<file path="src/rtl/toc_pkg.sv">
package toc_pkg;

  typedef enum logic {
    TOC_MODE_TOGGLE = 1'b0,
    TOC_MODE_COMBO  = 1'b1
  } toc_mode_e;

  // Result of a change condition on the logical state.
  function automatic logic toc_event_value(
    input toc_mode_e mode,
    input logic      cur_state,
    input logic      reset_ev,
    input logic      set_fire
  );
    logic v;
    if (mode == TOC_MODE_TOGGLE) begin
      v = ~cur_state;
    end else if (reset_ev) begin
      v = 1'b0;                 // reset dominates a coincident set
    end else if (set_fire) begin
      v = 1'b1;
    end else begin
      v = cur_state;
    end
    return v;
  endfunction

  // Pin level seen outside for a given state and applied polarity.
  function automatic logic toc_pin_level(
    input toc_mode_e mode,
    input logic      cur_state,
    input logic      polarity
  );
    return (mode == TOC_MODE_COMBO) ? (cur_state ^ polarity) : cur_state;
  endfunction

endpackage

</file>
<file path="src/rtl/toc_set_delay.sv">
module toc_set_delay #(
  parameter int unsigned DELAY = 1
) (
  input  logic clk,
  input  logic rst_n,
  input  logic set_req_i,
  output logic set_fire_o
);
  logic [DELAY-1:0] pipe_q;

  generate
    if (DELAY == 1) begin : g_single
      always_ff @(posedge clk) begin
        if (!rst_n) pipe_q <= '0;
        else        pipe_q <= set_req_i;
      end
    end else begin : g_chain
      always_ff @(posedge clk) begin
        if (!rst_n) pipe_q <= '0;
        else        pipe_q <= {pipe_q[DELAY-2:0], set_req_i};
      end
    end
  endgenerate

  assign set_fire_o = pipe_q[DELAY-1];
endmodule

</file>
<file path="src/rtl/toc_cond.sv">
module toc_cond
  import toc_pkg::*;
(
  input  toc_mode_e mode_i,
  input  logic      out_en_i,
  input  logic      cur_state_i,
  input  logic      ev_toggle_i,
  input  logic      set_fire_i,
  input  logic      ev_reset_i,
  output logic      chg_o,
  output logic      chg_val_o
);
  logic raw_chg;

  always_comb begin
    if (mode_i == TOC_MODE_COMBO) raw_chg = set_fire_i | ev_reset_i;
    else                          raw_chg = ev_toggle_i;
  end

  assign chg_o     = out_en_i & raw_chg;
  assign chg_val_o = toc_event_value(mode_i, cur_state_i, ev_reset_i, set_fire_i);
endmodule

</file>
<file path="src/rtl/toc_level_hold.sv">
module toc_level_hold (
  input  logic clk,
  input  logic rst_n,
  input  logic out_en_i,
  input  logic chg_i,
  input  logic act_lvl_i,
  output logic lvl_o
);
  logic lvl_q;

  // Polarity is tracked freely while idle, frozen while running,
  // and refreshed only at an output change condition.
  always_ff @(posedge clk) begin
    if (!rst_n)                 lvl_q <= 1'b0;
    else if (!out_en_i || chg_i) lvl_q <= act_lvl_i;
  end

  assign lvl_o = lvl_q;
endmodule

</file>
<file path="src/rtl/toc_state_reg.sv">
module toc_state_reg (
  input  logic clk,
  input  logic rst_n,
  input  logic chg_i,
  input  logic chg_val_i,
  input  logic sw_wr_i,
  input  logic sw_val_i,
  output logic state_o
);
  logic st_q;

  always_ff @(posedge clk) begin
    if (!rst_n)       st_q <= 1'b0;
    else if (chg_i)   st_q <= chg_val_i;   // hardware event beats software
    else if (sw_wr_i) st_q <= sw_val_i;
  end

  assign state_o = st_q;
endmodule

</file>
<file path="src/rtl/timer_out_ctrl.sv">
module timer_out_ctrl
  import toc_pkg::*;
#(
  parameter int unsigned SET_DELAY = 1
) (
  input  logic clk,
  input  logic rst_n,
  input  logic mode_i,
  input  logic act_lvl_i,
  input  logic out_en_i,
  input  logic sw_wr_i,
  input  logic sw_val_i,
  input  logic ev_toggle_i,
  input  logic ev_set_i,
  input  logic ev_reset_i,
  output logic state_o,
  output logic pin_o
);
  toc_mode_e mode_w;
  logic      set_req_w;
  logic      set_fire_w;
  logic      chg_w;
  logic      chg_val_w;
  logic      lvl_w;
  logic      st_w;

  assign mode_w    = toc_mode_e'(mode_i);
  assign set_req_w = (mode_w == TOC_MODE_COMBO) & ev_set_i;

  toc_set_delay #(.DELAY(SET_DELAY)) u_dly (
    .clk        (clk),
    .rst_n      (rst_n),
    .set_req_i  (set_req_w),
    .set_fire_o (set_fire_w)
  );

  toc_cond u_cond (
    .mode_i      (mode_w),
    .out_en_i    (out_en_i),
    .cur_state_i (st_w),
    .ev_toggle_i (ev_toggle_i),
    .set_fire_i  (set_fire_w),
    .ev_reset_i  (ev_reset_i),
    .chg_o       (chg_w),
    .chg_val_o   (chg_val_w)
  );

  toc_level_hold u_lvl (
    .clk       (clk),
    .rst_n     (rst_n),
    .out_en_i  (out_en_i),
    .chg_i     (chg_w),
    .act_lvl_i (act_lvl_i),
    .lvl_o     (lvl_w)
  );

  toc_state_reg u_st (
    .clk       (clk),
    .rst_n     (rst_n),
    .chg_i     (chg_w),
    .chg_val_i (chg_val_w),
    .sw_wr_i   (sw_wr_i),
    .sw_val_i  (sw_val_i),
    .state_o   (st_w)
  );

  assign state_o = st_w;
  assign pin_o   = toc_pin_level(mode_w, st_w, lvl_w);
endmodule

</file>
<file path="config.mk">
export PLATFORM = sky130hd
export DESIGN_NAME = timer_out_ctrl
export DESIGN_NICKNAME = d
export VERILOG_FILES = /design/src/rtl/toc_pkg.sv /design/src/rtl/toc_set_delay.sv /design/src/rtl/toc_cond.sv /design/src/rtl/toc_level_hold.sv /design/src/rtl/toc_state_reg.sv /design/src/rtl/timer_out_ctrl.sv
export SDC_FILE = /design/constraint.sdc
export NUM_CORES = 1
export LEC_CHECK = 0
export ABC_CLOCK_PERIOD_IN_PS = 1100
export BUFFER_PORTS_ARGS = -buffer_cell sky130_fd_sc_hd__clkbuf_2
export CAP_MARGIN = 40
export CORE_AREA = 2 2 39 41
export DETAILED_ROUTE_END_ITERATION = 8
export DIE_AREA = 0 0 41 43
export GPL_TIMING_DRIVEN = 0
export HOLD_SLACK_MARGIN = 0.02
export PLACE_DENSITY_LB_ADDON = 0.25
export SYNTH_ARGS = -nofsm -noshare
export SYNTH_HDL_FRONTEND = slang
export SYNTH_SLANG_ARGS = --single-unit
</file>
<file path="constraint.sdc">
create_clock -name clk -period 1.1 [get_ports clk]
set_clock_uncertainty 0.05 [all_clocks]
set_input_delay 0.055 -clock clk [delete_from_list [all_inputs] [get_ports clk]]
set_output_delay 0.055 -clock clk [all_outputs]
set_load 0.02 [all_outputs]
</file>
==> load_flow_metrics.sql <==
INSERT INTO impl_metrics (metric_group, metric, value, unit) VALUES
('run_status', 'status', 'finished, final reports clean', ''),
('place', 'portBuffers', '11', ''),
('finish', 'instances_no_fill', '50', ''),
('worst_hold_path', 'holdCritPathClass', 'primary input to flip-flop', ''),
('clocking', 'clock_latency', '0.23', 'ns'),
('global_routing', 'first_global_vias', '175', ''),
('yosys', 'synth_net_count', '28', ''),
('floorplanning', 'core.rowCount', '14', ''),
('timing', 'period_utilisation_layout', '0.919', ''),
('yosys', 'synth-edff-count', '0', ''),
('routing', 'wirelength', '395', 'µm'),
('floorplanning', 'die_height', '43', 'µm'),
('clocking', 'cts_root_buffer', 'sky130_fd_sc_hd__clkbuf_4', ''),
('place', 'pre_cts_slack', '0.213', 'ns'),
('pwr', 'static-leakage-power', '0.137', 'nW'),
('timing', 'timing.final.setup_violations', '0', ''),
('place', 'dp.final_hpwl', '331', 'µm'),
('yosys', 'ys_seq_elements', '3', ''),
('global_routing', 'globalRoute.totalOverflow', '0', ''),
('floorplanning', 'top_level_ports', '12', ''),
('yosys', 'ys.flop_type', 'sky130_fd_sc_hd__dfxtp_1', ''),
('timing', 'worst_slew_margin_rel', '0.873', ''),
('yosys', 'yosysTopAreaCell', 'sky130_fd_sc_hd__dfxtp_1', ''),
('routing', 'antenna_violating_nets_post_route', '0', ''),
('timing', 'hold_viol', '0', ''),
('clocking', 'cts-buffers-inserted', '3', ''),
('flow_run', 'maxCapViolations', '0', ''),
('timing', 'timing_worst_slew_pin_value', '0.191', 'ns'),
('place', 'post-place-cells', '45', ''),
('routing', 'drt_drc_violations_left', '0', ''),
('yosys', 'synth.cell_area', '165', 'µm²'),
('routing', 'wire_per_inst', '7.90', 'µm'),
('clocking', 'maximum_level_of_the_cts_h_tree', '1', ''),
('timing', 'fmaxAchievable', '0.989', 'GHz'),
('floorplanning', 'core', '1380', 'µm²'),
('setup_path', 'critPathRequiredTime', '1.00', 'ns'),
('clocking', 'max-clock-path-buffers', '2', ''),
('floorplanning', 'floorplan.die.width', '41', 'µm'),
('place', 'place_congestion', '0.621', ''),
('routing', 'num_vias', '177', ''),
('yosys', 'synthCells', '18', ''),
('timing', 'min_period', '1.01', 'ns'),
('clocking', 'clock-sinks', '3', ''),
('global_routing', 'grt_pass1_wl', '655', 'µm'),
('finish', 'fin_nets', '45', ''),
('timing', 'fin_tns_setup', '0', 'ns'),
('clocking', 'post-cts-setup-buffers', '0', ''),
('pwr', 'post-layout-total-power', '0.394', 'mW'),
('routing', 'drt_iter0_drc', '3', ''),
('floorplanning', 'design.die.area', '1760', 'µm²'),
('finish', 'final_layout_size_suffix_gt1_frac', '0.500', ''),
('global_routing', 'pin_count_of_the_biggest_net_entering_global_routing', '6', ''),
('yosys', 'syn_area_per_cell', '9.18', 'µm²'),
('yosys', 'synthesis.yosys.warnings', '0', ''),
('global_routing', 'groute.usage.overall', '0.0653', ''),
('routing', 'drt_pre_antenna_iters', '2', ''),
('routing', 'routed_via_density', '3.54', ''),
('finish', 'core_util_final', '0.202', ''),
('clocking', 'clock_tree_from_tritoncts', 'done', ''),
('timing', 'fin_ws', '0.0888', 'ns'),
('yosys', 'synthTopCellsByCount', '5 x sky130_fd_sc_hd__nand2_1, 3 x sky130_fd_sc_hd__dfxtp_1, 3 x sky130_fd_sc_hd__mux2i_1', ''),
('finish', 'antenna-diode-count', '0', ''),
('yosys', 'post_synth_main_area_contributors', 'sky130_fd_sc_hd__dfxtp_1 36%, sky130_fd_sc_hd__mux2i_1 18%, sky130_fd_sc_hd__nand2_1 11%', ''),
('pwr', 'ir_drop', '0.374', 'mV'),
('pwr', 'cellPowerDensity', '1410', 'nW/µm²'),
('finish', 'area_delta_synth_final', '68.9', '%'),
('setup_path', 'critPathKind', 'flip-flop to output port', ''),
('yosys', 'async_flop_share', '0', ''),
('setup_path', 'critPathMaxFanout', '2', ''),
('setup_path', 'end_kind', 'output port', ''),
('setup_path', 'worst_setup_path_start_kind', 'flip-flop', ''),
('setup_path', 'critical_path_arrival', '0.91', 'ns'),
('timing', 'rsz_0062_raised_after_global_routing', 'no', ''),
('finish', 'layout.filler_cells', '158', ''),
('timing', 'final_max_slew_viol_count', '0', ''),
('clocking', 'worst_setup_hold_path_clk_slew', '0.04', 'ns'),
('yosys', 'synth_largest_type_area_fraction', '0.364', ''),
('yosys', 'post-synth-top-count-cell', 'sky130_fd_sc_hd__nand2_1', ''),
('floorplanning', 'initial_core_utilization', '0.119', ''),
('yosys', 'synth_seq_area_share', '0.364', ''),
('global_routing', 'initial_antenna_violation_count', '0', ''),
('yosys', 'ys_types', '10', '');
[where the power goes]
part	internal (mW)	total, mW	switching, mW
clock network	0.136	0.193	0.0574
logic	0.0421	0.0779	0.0358
registers	0.117	0.123	0.00575
total	0.295	0.394	0.0990
[cell families (layout without fill, tap and decap cells)]
kind of cell / Yosys count / count (layout) / synth area share
AND/OR/NAND/NOR: 8 / 8 / 0.235
XOR/XNOR: 1 / 1 / 0.0530
buffers and inverters: 0 / 16 / 0
flip-flops: 3 / 3 / 0.364
AO/OA/AOI/OAI: 2 / 2 / 0.0985
multiplexers: 4 / 4 / 0.250
[critical path, stage by stage (launching register included)]
cell,delay [ns]
sky130_fd_sc_hd__dfxtp_1,0.32
sky130_fd_sc_hd__nand2_1,0.06
sky130_fd_sc_hd__xnor2_1,0.14
sky130_fd_sc_hd__buf_4,0.16
[sequential cells by signal, indices dropped and copies added (netlist names)]
name              flops
u_st.state_o          1
u_lvl.lvl_o           1
u_dly.set_fire_o      1
[cells in the final DEF (no fill, tap or decap), drive strengths merged]
| master | n |
|---|---|
| o21ai | 1 |
| buf | 1 |
| xnor2 | 1 |
| and3 | 2 |
| nand2 | 5 |
| dlygate4sd3 | 1 |
| a21boi | 1 |
| mux2 | 1 |
| mux2i | 3 |
| nand2b | 1 |
| dfxtp | 3 |
| clkbuf | 14 |
[final timing paths]
kind | startpoint | end | slack [ns] | cells past startpoint
worst max register to register | u_dly.set_fire_o$_SDFF_PN0_ | u_lvl.lvl_o$_SDFFE_PN0P_ | 0.21 | 3
worst min-delay path | ev_set_i | u_dly.set_fire_o$_SDFF_PN0_ | 0.04 | 2
worst max-delay path | u_lvl.lvl_o$_SDFFE_PN0P_ | pin_o | 0.09 | 3
worst min register to register | u_lvl.lvl_o$_SDFFE_PN0P_ | u_lvl.lvl_o$_SDFFE_PN0P_ | 0.41 | 2
[final cells by class]
class | instances | area [µm²] | area share
sequential | 3 | 60.1 | 0.215
multi-input combinational | 15 | 105 | 0.377
timing repair buffer | 12 | 67.6 | 0.242
clock buffer | 4 | 26.3 | 0.0942
tap | 16 | 20.0 | 0.0717
[repair_timing]
item,in CTS,in global routing
hold endpoints to repair,1,0
setup endpoints to repair,0,1
hold buffers,1,0
resized for setup,0,2
[stage by stage]
step,hold slack (ns),instance area [µm²]
floorplan,0.144,165
global placement,0.250,240
detailed placement,0.247,240
CTS,0.0326,277
global route,0.0529,279
finish,0.0384,279
[per-layer routing]
layer	wire length, µm	part of all wire	track usage	vias to the layer above
met4	0	0	0.0600	0
met3	58	0.15	0.0628	0
li1	-	-	-	96
met1	213	0.54	0.0772	70
met2	122	0.31	0.0625	11
met5	0	0	0	-
Power figures use the tool's default switching activity.
